==> src/rtl/fsr_pkg.sv <==
package fsr_pkg;

   localparam int FSR_W = 16;

   // fault bit positions
   localparam int FSR_B_ACLOSS   = 1;
   localparam int FSR_B_OVERTEMP = 2;
   localparam int FSR_B_FOLDBACK = 3;
   localparam int FSR_B_OVERVOLT = 4;
   localparam int FSR_B_CHAINOFF = 5;
   localparam int FSR_B_OUTOFF   = 6;
   localparam int FSR_B_INTLOCK  = 7;
   localparam int FSR_B_ENLINE   = 8;
   localparam int FSR_B_UNDERVLT = 9;
   localparam int FSR_B_PWRSW    = 15;

   localparam logic [FSR_W-1:0] FSR_LIVE_DEFAULT =
      (FSR_W'(1) << FSR_B_ACLOSS)   | (FSR_W'(1) << FSR_B_OVERTEMP) |
      (FSR_W'(1) << FSR_B_FOLDBACK) | (FSR_W'(1) << FSR_B_OVERVOLT) |
      (FSR_W'(1) << FSR_B_CHAINOFF) | (FSR_W'(1) << FSR_B_OUTOFF)   |
      (FSR_W'(1) << FSR_B_INTLOCK)  | (FSR_W'(1) << FSR_B_ENLINE)   |
      (FSR_W'(1) << FSR_B_UNDERVLT) | (FSR_W'(1) << FSR_B_PWRSW);

   typedef enum logic [1:0] {
      FSR_A_COND = 2'd0,
      FSR_A_EVT  = 2'd1,
      FSR_A_EN   = 2'd2,
      FSR_A_NONE = 2'd3
   } fsr_addr_e;

endpackage

==> src/rtl/fsr_sync.sv <==
module fsr_sync #(
   parameter int W      = 16,
   parameter int STAGES = 2
) (
   input  logic         clk,
   input  logic         rst_n,
   input  logic [W-1:0] d,
   output logic [W-1:0] q
);

   if (STAGES < 2) begin : g_bad_stages
      $error("fsr_sync: STAGES must be at least 2");
   end

   logic [STAGES-1:0][W-1:0] chain_q;

   for (genvar s = 0; s < STAGES; s++) begin : g_stage
      if (s == 0) begin : g_first
         always_ff @(posedge clk or negedge rst_n) begin
            if (!rst_n) chain_q[s] <= '0;
            else        chain_q[s] <= d;
         end
      end else begin : g_next
         always_ff @(posedge clk or negedge rst_n) begin
            if (!rst_n) chain_q[s] <= '0;
            else        chain_q[s] <= chain_q[s-1];
         end
      end
   end

   assign q = chain_q[STAGES-1];

endmodule

==> src/rtl/fsr_event_bank.sv <==
module fsr_event_bank #(
   parameter int           W    = 16,
   parameter logic [W-1:0] LIVE = '1
) (
   input  logic         clk,
   input  logic         rst_n,
   input  logic [W-1:0] cond,
   input  logic [W-1:0] en,
   input  logic         clr,
   output logic [W-1:0] evt
);

   for (genvar i = 0; i < W; i++) begin : g_bit
      if (LIVE[i]) begin : g_live
         logic evt_q;
         always_ff @(posedge clk or negedge rst_n) begin
            if (!rst_n) evt_q <= 1'b0;
            else        evt_q <= (evt_q & ~clr) | (cond[i] & en[i]);
         end
         assign evt[i] = evt_q;
      end else begin : g_rsvd
         assign evt[i] = 1'b0;
      end
   end

   // recorded bits are kept when no clearing read occurs
   p_evt_hold_r3: assert property (@(posedge clk) disable iff (!rst_n)
      !clr |=> ((evt & $past(evt)) == $past(evt)));

   // an enabled condition is recorded at the next edge
   p_evt_capture_r2: assert property (@(posedge clk) disable iff (!rst_n)
      ((cond & en) != '0) |=> ((evt & $past(cond & en)) == $past(cond & en)));

   // no event bit rises without its enable bit
   p_evt_gated_r2: assert property (@(posedge clk) disable iff (!rst_n)
      1'b1 |=> ((evt & ~$past(evt) & ~$past(en)) == '0));

endmodule

==> src/rtl/fsr_regbus.sv <==
module fsr_regbus
   import fsr_pkg::*;
#(
   parameter int           W    = 16,
   parameter logic [W-1:0] LIVE = '1
) (
   input  logic         clk,
   input  logic         rst_n,
   input  logic [1:0]   addr,
   input  logic         rd,
   input  logic         wr,
   input  logic [W-1:0] wdata,
   input  logic [W-1:0] cond,
   input  logic [W-1:0] evt,
   output logic [W-1:0] en,
   output logic         clr,
   output logic [W-1:0] rdata
);

   logic [W-1:0] en_q;
   logic [W-1:0] rdata_q;
   logic [W-1:0] rsel;
   logic         en_we;

   assign en_we = wr && (addr == FSR_A_EN);
   assign clr   = rd && (addr == FSR_A_EVT);

   always_comb begin
      case (addr)
         FSR_A_COND: rsel = cond;
         FSR_A_EVT:  rsel = evt;
         FSR_A_EN:   rsel = en_q;
         default:    rsel = '0;
      endcase
   end

   always_ff @(posedge clk or negedge rst_n) begin
      if (!rst_n)     en_q <= '0;
      else if (en_we) en_q <= wdata & LIVE;
   end

   always_ff @(posedge clk or negedge rst_n) begin
      if (!rst_n)   rdata_q <= '0;
      else if (rd)  rdata_q <= rsel;
   end

   assign en    = en_q;
   assign rdata = rdata_q;

   // an enable write shows up masked at the next edge
   p_en_write_r9: assert property (@(posedge clk) disable iff (!rst_n)
      en_we |=> (en_q == ($past(wdata) & LIVE)));

   // enable changes only through its own address
   p_en_stable_r9: assert property (@(posedge clk) disable iff (!rst_n)
      !en_we |=> $stable(en_q));

   // read data holds between reads
   p_rdata_hold_r10: assert property (@(posedge clk) disable iff (!rst_n)
      !rd |=> $stable(rdata_q));

endmodule

==> src/rtl/fault_status_group.sv <==
module fault_status_group
   import fsr_pkg::*;
#(
   parameter int           WIDTH       = FSR_W,
   parameter int           SYNC_STAGES = 2,
   parameter logic [WIDTH-1:0] LIVE_MASK = FSR_LIVE_DEFAULT[WIDTH-1:0]
) (
   input  logic             clk,
   input  logic             rst_n,
   input  logic [WIDTH-1:0] fault_in,
   input  logic [1:0]       bus_addr,
   input  logic             bus_rd,
   input  logic             bus_wr,
   input  logic [WIDTH-1:0] bus_wdata,
   output logic [WIDTH-1:0] bus_rdata,
   output logic             srq
);

   if (WIDTH < 1 || WIDTH > 32) begin : g_bad_width
      $error("fault_status_group: WIDTH out of range");
   end

   logic [WIDTH-1:0] sync_q;
   logic [WIDTH-1:0] cond;
   logic [WIDTH-1:0] evt;
   logic [WIDTH-1:0] en;
   logic             clr;

   fsr_sync #(.W(WIDTH), .STAGES(SYNC_STAGES)) u_sync (
      .clk   (clk),
      .rst_n (rst_n),
      .d     (fault_in),
      .q     (sync_q)
   );

   assign cond = sync_q & LIVE_MASK;

   fsr_event_bank #(.W(WIDTH), .LIVE(LIVE_MASK)) u_evt (
      .clk   (clk),
      .rst_n (rst_n),
      .cond  (cond),
      .en    (en),
      .clr   (clr),
      .evt   (evt)
   );

   fsr_regbus #(.W(WIDTH), .LIVE(LIVE_MASK)) u_bus (
      .clk   (clk),
      .rst_n (rst_n),
      .addr  (bus_addr),
      .rd    (bus_rd),
      .wr    (bus_wr),
      .wdata (bus_wdata),
      .cond  (cond),
      .evt   (evt),
      .en    (en),
      .clr   (clr),
      .rdata (bus_rdata)
   );

   assign srq = |evt;

   // reserved positions stay zero in every register
   p_rsvd_zero_r7: assert property (@(posedge clk) disable iff (!rst_n)
      (((cond | evt | en) & ~LIVE_MASK) == '0));

   // a clearing read with nothing new enabled drops the request
   p_srq_drop_r6: assert property (@(posedge clk) disable iff (!rst_n)
      (clr && ((cond & en) == '0)) |=> !srq);

   // an enabled condition during a clearing read keeps the request
   p_srq_keep_r5: assert property (@(posedge clk) disable iff (!rst_n)
      (clr && ((cond & en) != '0)) |=> srq);

endmodule

==> config.mk <==
export PLATFORM = sky130hd
export DESIGN_NAME = fault_status_group
export DESIGN_NICKNAME = d
export VERILOG_FILES = /design/src/rtl/fsr_pkg.sv /design/src/rtl/fsr_sync.sv /design/src/rtl/fsr_event_bank.sv /design/src/rtl/fsr_regbus.sv /design/src/rtl/fault_status_group.sv
export SDC_FILE = /design/constraint.sdc
export NUM_CORES = 1
export LEC_CHECK = 0
export ABC_AREA = 1
export BUFFER_PORTS_ARGS = -buffer_cell sky130_fd_sc_hd__buf_2
export CORE_MARGIN = 3
export CORE_UTILIZATION = 46
export DETAILED_ROUTE_END_ITERATION = 16
export PLACE_DENSITY_LB_ADDON = 0.25
export RECOVER_POWER = 25
export REMOVE_ABC_BUFFERS = 1
export SYNTH_ARGS = -nofsm -noshare
export SYNTH_HDL_FRONTEND = slang
export SYNTH_SLANG_ARGS = --single-unit
==> constraint.sdc <==
create_clock -name clk -period 0.8 [get_ports clk]
set_input_delay 0.08 -clock clk [delete_from_list [all_inputs] [get_ports clk]]
set_output_delay 0.08 -clock clk [all_outputs]
set_load 0.02 [all_outputs]
Word-level counts from Yosys, hierarchy flattened --
Index checks and enable logic that the tools add are counted.
Operators by class: equality and inequality tests 2, mux-type cells 1, bitwise logic cells 31, reduce and logical (&&, ||, !) cells 4
Operator list (count):
- $pmux 16 s3 | 1
- $and 1x1->1 | 20
- $or 1x1->1 | 10
- $reduce_or 10->1 | 1
- $eq 2x1->1 const B | 1
- $eq 2x2->1 const B | 1
- $logic_and 1x1->1 | 2
- $logic_not 2->1 | 1
- $not 1->1 | 1
Storage, ports and cells: register bits after elaboration 68, input bits 38, output and inout port bits 17, logic and storage cells 52

Depth between registers and ports, before layout --
word-level depth 5, depth in mapped cells 6, gate-level depth less buffers 5

Hierarchy --
From an unflattened synthesis, not the netlist that was laid out.
Second synthesis, totals: cell total of the unflattened synthesis 295, area, all modules 2825.2 um2
By module, submodules not included:
- fsr_regbus | times used 1, cells an instance 173, area an instance 1353.8 um2, sequential area each 650.6 um2
- fsr_sync | times used 1, cells an instance 48, area an instance 920.9 um2, sequential area each 800.8 um2
- fsr_event_bank | times used 1, cells an instance 58, area an instance 490.5 um2, sequential area each 250.2 um2
- fault_status_group | times used 1, cells an instance 16, area an instance 60.1 um2, sequential area each 0.0 um2

Worst setup path before layout --
OpenSTA, ideal clock, no wires.
kind register to output, start reg u_evt.g_bit[3].g_live.evt_q, end out srq, data arrival time 726 ps, required time 720 ps, path slack -6 ps, cell stages (with the launch flop) 5, path buffers 0, path through dfrtp_1 -> inv_1 -> nand4_1 -> nor2_1 -> nand2_1
Between the ends: word-level cells in the longest chain between the ends 1
Ends and longest elaborated chain:
- start, declared | line fsr_event_bank.sv:15 | logic evt_q;
- start signal, assigned | line fsr_event_bank.sv:18 | else evt_q <= (evt_q & ~clr) | (cond[i] & en[i]);
- $reduce_or 10->1 | line fault_status_group.sv:61 | assign srq = |evt;
- end, declared | line fault_status_group.sv:16 | output logic srq
No other way between the ends.

Worst setup path in the final report --
start reg u_evt.g_bit[15].g_live.evt_q, end out srq
Between the ends: word-level cells in the longest chain between the ends 1
Ends and longest elaborated chain (line):
- start, declared | fsr_event_bank.sv:15
- start signal, assigned | fsr_event_bank.sv:18
- $reduce_or 10->1 | fault_status_group.sv:61
No other way between the ends.

==> impl_results.rst <==
.. list-table::
   :header-rows: 1

   * - Metric
     - Value
   * - Hold WC Path Type
     - in2reg
   * - Proportion of synthesized chip area in sequential cells
     - 64.31%
   * - Placed wire-length estimate after detailed placement
     - 2700 um
   * - Number of global-route vias before repair
     - 1469
   * - Total overflow reported by the global router
     - 0
   * - Remaining number of nets flagged by the antenna check after routing
     - 0
   * - Setup-failing EPs final
     - 16
   * - CTS Buf Count
     - 5
   * - Min-Delay Startpoint
     - bus_wdata[8]
   * - Layout cells sized above 1
     - 33.68%
   * - TritonCTS clock tree
     - built
   * - Highest attainable clock frequency
     - 0.7808 GHz
   * - Final period utilization
     - 160.1%
   * - Buffers from clock root to sink, at most
     - 2
   * - Core footprint
     - 4029 um2
   * - CP Data Required Time
     - 0.72 ns
   * - Start point of the critical path
     - u_evt.g_bit[15].g_live.evt_q$_DFF_PN0_
   * - First drt pass iteration count
     - 4
   * - Worst-case register-to-register setup slack
     - -0.11 ns
   * - Clock slew at reported path FFs
     - 0.09 ns
   * - Vertical die dimension
     - 71.04 um
   * - Post-route cell area
     - 2734 um2
   * - TritonCTS Sinks
     - 50
   * - Summed instance area of the synthesized netlist
     - 1946 um2
   * - Critical Path End Type
     - output port
   * - Cell count of the worst reg-to-reg path
     - 5
   * - Number of H-tree levels
     - 2
   * - Overall track demand over capacity in global routing
     - 16.84%
   * - # IOs
     - 55
   * - # diodes
     - 0
   * - Global-route wire length before repair
     - 6596 um
   * - Pin count of the biggest net entering global routing
     - 51
   * - Data arrival time of the critical path
     - 1.20 ns
   * - Starting density of the core
     - 48.29%
   * - Count of buffers from port buffering
     - 36
   * - FF-to-FF Start
     - u_evt.g_bit[15].g_live.evt_q$_DFF_PN0_
   * - Setup Skew
     - 0.007373 ns
   * - CTS root buffer
     - sky130_fd_sc_hd__clkbuf_8
   * - Row count
     - 23
   * - Placed cell areas
     - 2256 um2
   * - Max_cap viols
     - 0
   * - Number of failing hold endpoints at the final stage
     - 0
   * - Total Wirelength
     - 4119 um
   * - Via/cell ratio
     - 4.776
   * - Utilization after layout
     - 67.86%
   * - Wire per inst
     - 12.30 um
   * - Type of the worst setup path
     - reg2out
   * - Worst-case vdd ir drop
     - 1.215 mV
   * - Number of design rule violations left after detail routing
     - 0
   * - Die width
     - 71.04 um
   * - Result of the run
     - complete, but fails checks
   * - RSZ-0062 raised after global routing
     - true
   * - Clk_lat worst skew
     - 0.30 ns
   * - Number of warnings issued by yosys
     - 0
   * - Max-slew violation count
     - 0
   * - Post-synthesis cell count
     - 207
   * - Signed area change from the synthesized netlist to the final layout
     - 40.51%
   * - Critical path endpoint
     - srq
   * - Vias after detailed routing
     - 1600
   * - Number of distinct library cell variants in the gate-level netlist after synthesis
     - 13
   * - Endpoint of the lowest-slack register-to-register path
     - u_bus.rdata[15]$_DFFE_PN0P_
   * - Final weighted congestion in routability-driven placement
     - 0.8443
   * - Average footprint of a synthesized cell
     - 9.399 um2
   * - Number of register bits inferred by synthesis
     - 50
   * - Starting DRT DRC Count
     - 97
   * - Crit Path Max Fanout
     - 2
   * - Number of nets at the end of the flow
     - 322
   * - Minimum period implied by the final worst setup slack
     - 1.281 ns
   * - Setup crit start kind
     - flip-flop
   * - Number of antenna violations at the first check in global routing
     - 0
   * - Pleak
     - 1.444 nW
   * - Total die area
     - 5046 um2
   * - Ratio of total power to cell area
     - 2127 nW/um2
   * - Failing checks
     - setup timing
   * - Worst path setup slack after routing
     - -0.4808 ns
critical path, stage by stage, from the launching register on:
cell and delay (ns):
sky130_fd_sc_hd__dfrtp_1 0.40, sky130_fd_sc_hd__inv_2 0.06, sky130_fd_sc_hd__nand4_1 0.10, sky130_fd_sc_hd__nor2_1 0.12, sky130_fd_sc_hd__nand2_1 0.09, sky130_fd_sc_hd__buf_6 0.14
what timing repair did:
item / 4_1_cts / 5_1_grt
endpoints found under the hold margin: 60 / 1
hold buffers: 11 / 1
gates resized for setup: 20 / 28
buffers inserted: 6 / 9
pin swaps: 3 / 18
gates cloned: 0 / 0
setup endpoints to repair: 14 / 23
layout make-up:
type / count / area (um2)
fill: 310 / 1295
sequential: 50 / 1251
multi-input combinational: 127 / 640.6
timing repair buffer: 79 / 609.3
clock buffer: 7 / 86.33
inverter: 21 / 78.83
tap: 50 / 62.56
clock inverter: 1 / 5.005
sequential cells by signal, indices dropped and copies added, names as in the netlist:
name,count
u_bus.rdata,10
u_evt.g_bit.g_live.evt_q,10
u_sync.q,10
u_bus.en,10
u_sync.chain_q,10
metal layers:
metal | vias to the layer above | global-route usage [%] | wire (um)
met3 | 7 | 4.545 | 250
met5 | - | 0 | 0
li1 | 797 | - | -
met2 | 47 | 25.33 | 2013
met4 | 0 | 7.307 | 75
met1 | 749 | 23.11 | 1779
how the worst min path moves through the flow:
stage	end	slack [ns]	depth (start not counted)
finish	u_bus.en[8]$_DFFE_PN0P_	0.004	3
global route	u_bus.en[9]$_DFFE_PN0P_	0.01	3
CTS	u_bus.en[8]$_DFFE_PN0P_	0.0008	3
detailed placement	u_bus.rdata[2]$_DFFE_PN0P_	0.09	2
global placement	u_bus.rdata[1]$_DFFE_PN0P_	0.08	2
floorplan	u_bus.en[15]$_DFFE_PN0P_	-0.22	0
synthesized netlist by cell type:
cell	n	area (um2)
sky130_fd_sc_hd__nand4_1	2	12.51
sky130_fd_sc_hd__nor2_1	2	7.510
sky130_fd_sc_hd__nor2_2	2	12.51
sky130_fd_sc_hd__nand3_1	31	155.2
sky130_fd_sc_hd__inv_1	21	78.83
sky130_fd_sc_hd__clkbuf_1	1	3.750
sky130_fd_sc_hd__o21ai_1	3	15.01
sky130_fd_sc_hd__buf_4	6	45.04
sky130_fd_sc_hd__o21ai_0	17	85.08
sky130_fd_sc_hd__nand2_1	64	240.2
sky130_fd_sc_hd__dfrtp_1	50	1251
sky130_fd_sc_hd__conb_1	1	3.750
sky130_fd_sc_hd__buf_2	7	35.03
per-stage QoR:
| stage | power [mW] | TNS [ns] | worst slack [ns] | std cells | hold WS [ns] |
|---|---|---|---|---|---|
| CTS | 5.634 | -1.809 | -0.4908 | 325 | 0.0008384 |
| finish | 5.814 | -1.899 | -0.4808 | 335 | 0.004473 |
| detailed placement | 3.950 | -1.951 | -0.1497 | 300 | 0.08773 |
| global route | 6.166 | -2.888 | -0.6066 | 335 | 0.01231 |
| global placement | 3.917 | -1.598 | -0.1254 | 300 | 0.08409 |
| floorplan | 3.526 | -1.758 | -0.1790 | 198 | -0.2156 |
power by group:
part | switching (mW) | internal (mW) | total [mW] | leakage, nW
sequential | 0.213 | 2.85 | 3.06 | 0.597
combinational | 0.635 | 0.660 | 1.29 | 0.799
clock | 0.760 | 0.698 | 1.46 | 0.0482
total | 1.61 | 4.21 | 5.81 | 1.44
layout by cell type (no fill, tap or decap):
cell	Yosys	routed
sky130_fd_sc_hd__nand3_2	0	14
sky130_fd_sc_hd__buf_2	7	25
sky130_fd_sc_hd__dlygate4sd3_1	0	12
sky130_fd_sc_hd__buf_4	6	29
sky130_fd_sc_hd__nor2_1	2	2
sky130_fd_sc_hd__o21ai_0	17	13
sky130_fd_sc_hd__nor2_2	2	2
sky130_fd_sc_hd__nand2_1	64	64
sky130_fd_sc_hd__conb_1	1	6
sky130_fd_sc_hd__nand4_1	2	2
sky130_fd_sc_hd__nand3_4	0	1
sky130_fd_sc_hd__clkbuf_8	0	6
sky130_fd_sc_hd__nand3_1	31	16
sky130_fd_sc_hd__inv_1	21	18
sky130_fd_sc_hd__clkbuf_1	1	1
sky130_fd_sc_hd__buf_6	0	13
sky130_fd_sc_hd__dfrtp_1	50	50
sky130_fd_sc_hd__inv_2	0	3
sky130_fd_sc_hd__o21ai_2	0	2
sky130_fd_sc_hd__o21ai_1	3	5
sky130_fd_sc_hd__clkinv_2	0	1
cells by family (layout without fill, tap and decap cells):
family	count (synthesis)	after routing	synth area share, %
AOI/OAI and AO/OA	20	20	5.144
DFF	50	50	64.31
buffers and inverters	35	108	8.360
other	1	6	0.1927
and+or+nand+nor	101	101	21.99
(Power assumes the default switching activity.)
